### config.mk
export PLATFORM = sky130hd
export DESIGN_NAME = dma_seq
export DESIGN_NICKNAME = d
export VERILOG_FILES = /design/src/rtl/dma_seq_pkg.sv /design/src/rtl/dma_seq_ctrl.sv /design/src/rtl/dma_seq_dp.sv /design/src/rtl/dma_seq.sv
export SDC_FILE = /design/constraint.sdc
export NUM_CORES = 1
export LEC_CHECK = 0
export BUFFER_PORTS_ARGS = -buffer_cell sky130_fd_sc_hd__buf_4
export CAP_MARGIN = 30
export CORE_MARGIN = 5
export CORE_UTILIZATION = 60
export CTS_CLUSTER_DIAMETER = 200
export DETAILED_ROUTE_END_ITERATION = 10
export PLACE_DENSITY = 0.82
export SYNTH_ARGS = -nofsm -noshare
export SYNTH_HDL_FRONTEND = slang
export SYNTH_HIERARCHICAL = 1
export SYNTH_SLANG_ARGS = --single-unit
### constraint.sdc
create_clock -name clk -period 6.43 [get_ports clk]
set_input_delay 0.643 -clock clk [delete_from_list [all_inputs] [get_ports clk]]
set_output_delay 0.643 -clock clk [all_outputs]
set_load 0.005 [all_outputs]
### src/rtl/dma_seq_pkg.sv
package dma_seq_pkg;

  typedef enum logic [3:0] {
    ST_IDLE     = 4'd0,
    ST_RD_CTRL  = 4'd1,
    ST_RD_SRCP  = 4'd2,
    ST_RD_DSTP  = 4'd3,
    ST_RD_DATA  = 4'd4,
    ST_WR_DATA  = 4'd5,
    ST_WAIT_REQ = 4'd6,
    ST_WR_CTRL  = 4'd7,
    ST_STALL    = 4'd8,
    ST_DONE     = 4'd9,
    ST_SG_XFER  = 4'd10
  } seqState_e;

  typedef enum logic [2:0] {
    AS_CTRL = 3'd0,
    AS_SRCP = 3'd1,
    AS_DSTP = 3'd2,
    AS_SRCD = 3'd3,
    AS_DSTD = 3'd4
  } addrSel_e;

  typedef struct packed {
    logic     ldChan;
    logic     ldCtrl;
    logic     ldSrc;
    logic     ldDst;
    logic     ldData;
    logic     clrIdx;
    logic     incIdx;
    addrSel_e addrSel;
  } dpStrobe_t;

  function automatic logic isWorkState(seqState_e st);
    return (st >= ST_RD_CTRL) && (st <= ST_WR_CTRL);
  endfunction

endpackage

### src/rtl/dma_seq_ctrl.sv
module dma_seq_ctrl
  import dma_seq_pkg::*;
(
  input  logic      clk,
  input  logic      rstN,
  input  logic      masterEn,
  input  logic      start,
  input  logic      waitOnReq,
  input  logic      chanReq,
  input  logic      errClear,
  input  logic      memAck,
  input  logic      memErr,
  input  logic      lastItem,
  input  logic      exhaust,
  output seqState_e state,
  output dpStrobe_t strb,
  output logic      memReq,
  output logic      memWe,
  output logic      done,
  output logic      busErr
);

  seqState_e nextSt;
  seqState_e cand;
  seqState_e resumeSt;
  logic      adv;
  logic      beatOk;

  always_comb begin
    nextSt       = state;
    cand         = state;
    adv          = 1'b0;
    strb         = '0;
    strb.addrSel = AS_CTRL;
    memReq       = 1'b0;
    memWe        = 1'b0;
    beatOk       = memAck && !memErr;
    case (state)
      ST_IDLE: begin
        if (start && masterEn) begin
          strb.ldChan = 1'b1;
          nextSt      = ST_RD_CTRL;
        end
      end
      ST_RD_CTRL: begin
        memReq       = 1'b1;
        strb.addrSel = AS_CTRL;
        if (beatOk) begin
          strb.ldCtrl = 1'b1;
          cand        = ST_RD_SRCP;
          adv         = 1'b1;
        end
      end
      ST_RD_SRCP: begin
        memReq       = 1'b1;
        strb.addrSel = AS_SRCP;
        if (beatOk) begin
          strb.ldSrc = 1'b1;
          cand       = ST_RD_DSTP;
          adv        = 1'b1;
        end
      end
      ST_RD_DSTP: begin
        memReq       = 1'b1;
        strb.addrSel = AS_DSTP;
        if (beatOk) begin
          strb.ldDst  = 1'b1;
          strb.clrIdx = 1'b1;
          cand        = ST_RD_DATA;
          adv         = 1'b1;
        end
      end
      ST_RD_DATA: begin
        memReq       = 1'b1;
        strb.addrSel = AS_SRCD;
        if (beatOk) begin
          strb.ldData = 1'b1;
          cand        = ST_WR_DATA;
          adv         = 1'b1;
        end
      end
      ST_WR_DATA: begin
        memReq       = 1'b1;
        memWe        = 1'b1;
        strb.addrSel = AS_DSTD;
        if (beatOk) begin
          strb.incIdx = 1'b1;
          adv         = 1'b1;
          if (!lastItem)                  cand = ST_RD_DATA;
          else if (waitOnReq && chanReq)  cand = ST_WAIT_REQ;
          else                            cand = ST_WR_CTRL;
        end
      end
      ST_WAIT_REQ: begin
        if (!chanReq) begin
          cand = ST_WR_CTRL;
          adv  = 1'b1;
        end
      end
      ST_WR_CTRL: begin
        memReq       = 1'b1;
        memWe        = 1'b1;
        strb.addrSel = AS_CTRL;
        if (beatOk) begin
          cand = exhaust ? ST_DONE : ST_IDLE;
          adv  = 1'b1;
        end
      end
      ST_STALL: begin
        if (masterEn) nextSt = resumeSt;
      end
      ST_DONE:  nextSt = ST_IDLE;
      default:  nextSt = ST_IDLE;
    endcase
    if (adv) nextSt = (!masterEn && isWorkState(cand)) ? ST_STALL : cand;
    if (memReq && memErr) nextSt = ST_IDLE;
  end

  always_ff @(posedge clk) begin
    if (!rstN) begin
      state    <= ST_IDLE;
      resumeSt <= ST_IDLE;
      busErr   <= 1'b0;
    end else begin
      state <= nextSt;
      if (adv && !masterEn) resumeSt <= cand;
      if (memReq && memErr) busErr <= 1'b1;
      else if (errClear)    busErr <= 1'b0;
    end
  end

  assign done = (state == ST_DONE);

  a_r2_idle_hold: assert property (@(posedge clk) disable iff (!rstN)
    (state == ST_IDLE && !masterEn) |=> state == ST_IDLE);

  a_r3_fetch_order: assert property (@(posedge clk) disable iff (!rstN)
    (state == ST_RD_CTRL && memAck && !memErr && masterEn) |=> state == ST_RD_SRCP);

  a_r7_done_pulse: assert property (@(posedge clk) disable iff (!rstN)
    done |=> (!done && state == ST_IDLE));

  a_r8_wait_hold: assert property (@(posedge clk) disable iff (!rstN)
    (state == ST_WAIT_REQ && chanReq) |=> state == ST_WAIT_REQ);

  a_r9_stall_hold: assert property (@(posedge clk) disable iff (!rstN)
    (state == ST_STALL && !masterEn) |=> state == ST_STALL);

  a_r10_err_idle: assert property (@(posedge clk) disable iff (!rstN)
    (memReq && memErr) |=> (state == ST_IDLE && busErr));

  a_r10_err_sticky: assert property (@(posedge clk) disable iff (!rstN)
    (busErr && !errClear) |=> busErr);

endmodule

### src/rtl/dma_seq_dp.sv
module dma_seq_dp
  import dma_seq_pkg::*;
#(
  parameter int ADDR_W = 32,
  parameter int DATA_W = 32,
  parameter int CH_W   = 5,
  parameter int CNT_W  = 10,
  parameter int R_W    = 4
) (
  input  logic              clk,
  input  logic              rstN,
  input  dpStrobe_t         strb,
  input  logic [CH_W-1:0]   chanSel,
  input  logic [ADDR_W-1:0] descBase,
  input  logic [2:0]        cfgProt,
  input  logic [DATA_W-1:0] memRdata,
  output logic [ADDR_W-1:0] memAddr,
  output logic [DATA_W-1:0] memWdata,
  output logic [2:0]        memProt,
  output logic              lastItem,
  output logic              exhaust
);

  localparam int DPROT_LO = 0;
  localparam int SPROT_LO = 3;
  localparam int R_LO     = 6;
  localparam int CNT_LO   = R_LO + R_W;
  localparam int BYTE_SH  = $clog2(DATA_W / 8);
  localparam int DESC_SH  = 4;

  logic [CH_W-1:0]   chanQ;
  logic [DATA_W-1:0] ctrlQ;
  logic [ADDR_W-1:0] srcEndQ;
  logic [ADDR_W-1:0] dstEndQ;
  logic [DATA_W-1:0] dataQ;
  logic [CNT_W-1:0]  idxQ;

  logic [CNT_W-1:0]  cnt;
  logic [R_W-1:0]    rExp;
  logic [CNT_W-1:0]  burstMask;
  logic [CNT_W-1:0]  lastIdx;
  logic [CNT_W-1:0]  back;
  logic [CNT_W-1:0]  newCnt;
  logic [ADDR_W-1:0] offset;
  logic [ADDR_W-1:0] tblAddr;
  logic [DATA_W-1:0] newCtrl;

  assign cnt       = ctrlQ[CNT_LO +: CNT_W];
  assign rExp      = ctrlQ[R_LO +: R_W];
  assign exhaust   = (cnt >> rExp) == '0;
  assign burstMask = ~({CNT_W{1'b1}} << rExp);
  assign lastIdx   = exhaust ? cnt : burstMask;
  assign lastItem  = (idxQ == lastIdx);
  assign back      = cnt - idxQ;
  assign offset    = ADDR_W'(back) << BYTE_SH;
  assign tblAddr   = descBase + (ADDR_W'(chanQ) << DESC_SH);
  assign newCnt    = exhaust ? '0 : (cnt - lastIdx - CNT_W'(1));

  always_comb begin
    newCtrl                   = ctrlQ;
    newCtrl[CNT_LO +: CNT_W]  = newCnt;
  end

  always_comb begin
    memProt = cfgProt;
    case (strb.addrSel)
      AS_SRCP: memAddr = tblAddr;
      AS_DSTP: memAddr = tblAddr + ADDR_W'(4);
      AS_SRCD: begin
        memAddr = srcEndQ - offset;
        memProt = ctrlQ[SPROT_LO +: 3];
      end
      AS_DSTD: begin
        memAddr = dstEndQ - offset;
        memProt = ctrlQ[DPROT_LO +: 3];
      end
      default: memAddr = tblAddr + ADDR_W'(8);
    endcase
    memWdata = (strb.addrSel == AS_DSTD) ? dataQ : newCtrl;
  end

  always_ff @(posedge clk) begin
    if (!rstN) begin
      chanQ   <= '0;
      ctrlQ   <= '0;
      srcEndQ <= '0;
      dstEndQ <= '0;
      dataQ   <= '0;
      idxQ    <= '0;
    end else begin
      if (strb.ldChan) chanQ   <= chanSel;
      if (strb.ldCtrl) ctrlQ   <= memRdata;
      if (strb.ldSrc)  srcEndQ <= memRdata[ADDR_W-1:0];
      if (strb.ldDst)  dstEndQ <= memRdata[ADDR_W-1:0];
      if (strb.ldData) dataQ   <= memRdata;
      if (strb.clrIdx)      idxQ <= '0;
      else if (strb.incIdx) idxQ <= idxQ + CNT_W'(1);
    end
  end

  a_r4_idx_bound: assert property (@(posedge clk) disable iff (!rstN)
    strb.incIdx |-> (idxQ <= lastIdx));

endmodule

### src/rtl/dma_seq.sv
module dma_seq
  import dma_seq_pkg::*;
#(
  parameter int ADDR_W = 32,
  parameter int DATA_W = 32,
  parameter int CH_W   = 5,
  parameter int CNT_W  = 10,
  parameter int R_W    = 4
) (
  input  logic              clk,
  input  logic              rstN,
  input  logic              masterEn,
  input  logic              start,
  input  logic [CH_W-1:0]   chanSel,
  input  logic [ADDR_W-1:0] descBase,
  input  logic [2:0]        cfgProt,
  input  logic              waitOnReq,
  input  logic              chanReq,
  input  logic              errClear,
  output logic              memReq,
  output logic              memWe,
  output logic [ADDR_W-1:0] memAddr,
  output logic [DATA_W-1:0] memWdata,
  output logic [2:0]        memProt,
  input  logic              memAck,
  input  logic              memErr,
  input  logic [DATA_W-1:0] memRdata,
  output logic [3:0]        seqState,
  output logic              done,
  output logic              busErr
);

  seqState_e stateW;
  dpStrobe_t strbW;
  logic      lastItemW;
  logic      exhaustW;

  dma_seq_ctrl uCtrl (
    .clk      (clk),
    .rstN     (rstN),
    .masterEn (masterEn),
    .start    (start),
    .waitOnReq(waitOnReq),
    .chanReq  (chanReq),
    .errClear (errClear),
    .memAck   (memAck),
    .memErr   (memErr),
    .lastItem (lastItemW),
    .exhaust  (exhaustW),
    .state    (stateW),
    .strb     (strbW),
    .memReq   (memReq),
    .memWe    (memWe),
    .done     (done),
    .busErr   (busErr)
  );

  dma_seq_dp #(
    .ADDR_W(ADDR_W),
    .DATA_W(DATA_W),
    .CH_W  (CH_W),
    .CNT_W (CNT_W),
    .R_W   (R_W)
  ) uDp (
    .clk     (clk),
    .rstN    (rstN),
    .strb    (strbW),
    .chanSel (chanSel),
    .descBase(descBase),
    .cfgProt (cfgProt),
    .memRdata(memRdata),
    .memAddr (memAddr),
    .memWdata(memWdata),
    .memProt (memProt),
    .lastItem(lastItemW),
    .exhaust (exhaustW)
  );

  assign seqState = stateW;

endmodule

==> Flow_metrics.wiki <==
{| class="wikitable"
! Metric !! Value
|-
| Outcome || complete, no violations
|-
| Cts bufs inserted || 17
|-
| Overflow left after global routing || 0
|-
| Area of the die || 23,400 sq um
|-
| Post-synth net total || 1,667
|-
| Gpl congestion || 0.962
|-
| Critical path's slowest cell || or3b_2
|-
| Endpoints failing setup || 0
|-
| Critical path peak fanout || 24
|-
| Comb power frac || 60.1%
|-
| Final cycle utilization of the critical path || 93.4%
|-
| Part of the total power dissipated in sequential elements || 19.9%
|-
| Predominant post-synthesis flop cell || dfxtp_1
|-
| Die span in x || 153 um
|-
| TritonCTS clock tree || done
|-
| N_diodes || 0
|-
| Net switching share of the total power || 44.6%
|-
| Hold_buf cts || 0
|-
| Final instance area || 14,200 sq um
|-
| Number of setup buffers added after CTS || 0
|-
| Critical setup path kind || reg -> out
|-
| Area share of the largest cell type after synthesis || 24.8%
|-
| Count of final hold-check violations || 0
|-
| Post-DR wirelength/cell || 18.9 um
|-
| Initial core utilization || 60.9%
|-
| Clock period minus final worst setup slack || 6.00 ns
|-
| Flip-flop and latch count after synthesis || 152
|-
| DRT antenna net count || 0
|-
| Detailed Routing Iterations Pass 1 || 7
|-
| Deepest clock path buffer count || 2
|-
| CORE AREA || 20,200 sq um
|-
| Cell Rows || 52
|-
| Root Driver || clkbuf_16
|-
| Layout Cells excl Fill || 1,932
|-
| Utilization after layout || 70.5%
|-
| WP data arrival || 5.36 ns
|-
| CTS H-Tree Depth || 4
|-
| Peak clock frequency supported by timing || 0.167 GHz
|-
| Synth Area per Inst || 7.94 sq um
|-
| Proportion of synthesized flip-flops having asynchronous set or reset || 0%
|-
| Worst clock skew || 0.0164 ns
|-
| Kind of start point of the critical path || register
|-
| Signed area change from the synthesized netlist to the final layout || 15.9%
|-
| Number of enable-type register cells in the synthesized netlist || 0
|-
| Pins over their slew limit || 0
|-
| Total number of nets in the final design || 1,770
|-
| Count of clock tree sinks || 152
|-
| Number of top-level design ports || 156
|-
| Most frequently used cell type in the post-synthesis netlist || nand2_1
|-
| Unrepaired setup endpoints after global routing || no
|-
| Worst min-delay path class || in -> reg
|-
| Placed instance count || 1,899
|-
| Part of the total power dissipated in the clock network || 20.0%
|-
| Clock Latency Late Sink || 0.44 ns
|-
| First-pass GRT wire length || 58,800 um
|-
| Most frequent cell on the critical path || buf_4
|-
| Top post-synthesis cells by area || dfxtp_1 (25%), mux2i_1 (12%), nor2b_1 (7.5%)
|-
| Share of post-route cells with drive strength above 1 || 15.9%
|-
| Relative slew slack || 27.6%
|-
| Die Ht || 153 um
|-
| CP Cell Sequence || buf_4 -> xnor2_1 -> nor3_2 -> or3b_2 -> buf_4 -> nand2_1 -> nand2_1 -> ha_1 -> a211o_1 -> o311ai_1 -> o211ai_1 -> or2_2 -> nor3b_1 -> xor2_1 -> a22oi_1 -> nand4_1 -> buf_4
|-
| Transition time at the pin with the least slew margin || 1.08 ns
|-
| Half-perimeter wire length of the detailed placement result || 26,000 um
|-
| Number of global-route vias before repair || 11.4k
|-
| Cell type contributing the most total cell area after synthesis || dfxtp_1
|-
| Number of gates resized after cts || 0
|-
| Total negative setup slack || 0 ns
|-
| Most frequent cells after synthesis || nand2_1 (167), dfxtp_1 (152), mux2i_1 (150)
|-
| Sequential area share after synthesis || 24.8%
|-
| Tot GR Track Use || 29.9%
|-
| Post-route worst hold slack || 0.488 ns
|-
| Clock-pin slew on the worst setup and hold paths || 0.07 ns
|-
| Leakage Power || 5.37 nW
|-
| Cell Area, Placed || 13,600 sq um
|-
| Critical path's top delay family || simple AND/OR/NAND/NOR gates
|-
| Detailed Route WL || 36,400 um
|-
| Delay of the slowest cell on the worst path || 0.71 ns
|-
| Worst EP required || 5.79 ns
|-
| Number of vias after detailed routing || 12.0k
|-
| Endpoint class of the critical path || output port
|-
| Max-cap violation count || 0
|-
| DRC violations left || 0
|-
| Cell-internal power || 2.91 mW
|-
| Power density relative to cell area || 369 nW/um^2
|-
| Syn. warnings || 6
|-
| Vias per Instance || 6.20
|-
| Post-synthesis cell count || 1,546
|-
| Cell area after synthesis || 12,300 sq um
|-
| Starting DRC count in detailed routing || 1,200
|-
| Switch Pwr || 2.34 mW
|-
| CP Buf/Inv Count || 3
|-
| Max IR drop VDD || 205 uV
|-
| Initial antenna violation count || 0
|-
| Synth cell types || 91
|-
| I/O Buffers || 155
|-
| Pin count of the biggest net entering global routing || 103
|}
-- path summary, 6_finish.rpt --
kind             startpoint        endpoint  slack [ns]  cells past startpoint
min reg2reg     uDp/idxQ[5]     uDp/idxQ[5]        0.49                      2
min              chanSel[3]    uDp/chanQ[3]        0.49                      3
max reg2reg    uDp/ctrlQ[6]  uCtrl/state[0]        2.18                     14
max          uCtrl/state[2]     memAddr[29]        0.43                     17
-- cells by family after synthesis --
group                    Yosys count  synth area share [%]
AND/OR/NAND/NOR                  607                  26.6
flip-flops                       152                  24.8
XOR/XNOR                         122                  8.76
AO/OA/AOI/OAI                    340                  18.8
multiplexers                     152                  12.4
buffers and inverters            133                  4.31
adder cells (fa/ha/maj)           40                  4.32
-- layer usage --
metal	global-route usage [%]	vias to the layer above	part of all wire, %
met1	40.1	5550	43
met4	10.1	0	3.2
met5	0	-	0
met2	48.0	594	46
met3	6.25	98	8.7
li1	-	5735	-
-- flip-flops by register name, indices dropped and copies added, names as in the netlist --
register        count
uDp/dstEndQ        32
uCtrl/busErr        1
uCtrl/resumeSt      4
uDp/srcEndQ        32
uCtrl/state         4
uDp/ctrlQ          32
uDp/idxQ           10
uDp/dataQ          32
uDp/chanQ           5
-- worst reg2reg max path, delay by kind of cell, from the launching register on --
family | cells | cell delay (ns)
xor+xnor | 1 | 0.18
compound gates | 9 | 2.36
buf+inv | 2 | 0.35
flops | 1 | 0.67
simple gates | 2 | 0.61
-- per-stage QoR --
stage	setup slack (ns)	power [mW]
after global placement	1.11	4.08
after floorplan	0.669	3.13
final	0.427	5.25
after CTS	0.446	5.20
after global routing	0.0837	5.57
after detailed placement	0.994	4.13
-- cell type report --
cell class,count,area (sq um)
Multi-Input combinational cell,1261,8760
Timing Repair Buffer,175,1310
Fill cell,1626,5950
Sequential cell,152,3040
Inverter,42,158
Clock inverter,14,178
Tap cell,270,338
Clock buffer,18,439
-- cells in the final DEF, fill, tap and decap left out, types with 6 or more instances in the layout --
cell / count
a211oi_1: 9
and2_1: 7
mux2i_1: 150
xor2_1: 52
nand2_1: 167
nand2b_1: 15
and3_1: 13
a31o_2: 6
o21ai_0: 74
nand3b_1: 6
nor2_1: 88
o211ai_1: 15
nor4_1: 10
o31ai_1: 8
o21a_1: 7
a22o_1: 6
xnor2_1: 69
dfxtp_1: 152
o221ai_1: 6
inv_1: 40
a211o_1: 8
nor3_1: 34
a22oi_1: 10
nor2b_1: 147
and4_1: 7
a31oi_1: 18
clkbuf_16: 17
o32ai_1: 6
a21oi_1: 73
nor3_2: 7
ha_1: 36
nand3_1: 34
buf_4: 174
o22ai_1: 28
nand4_1: 17
a21o_1: 12
or3_1: 10
-- power by group through the flow --
stage          registers (mW)  logic [mW]  clock network, mW
2_1_floorplan            1.05        2.08                  0
3_3_place_gp             1.06        3.02                  0
3_5_place_dp             1.06        3.07                  0
4_1_cts                  1.04        3.10               1.06
5_1_grt                  1.05        3.41               1.11
6_report                 1.05        3.16               1.05
(Power assumes the default switching activity.)
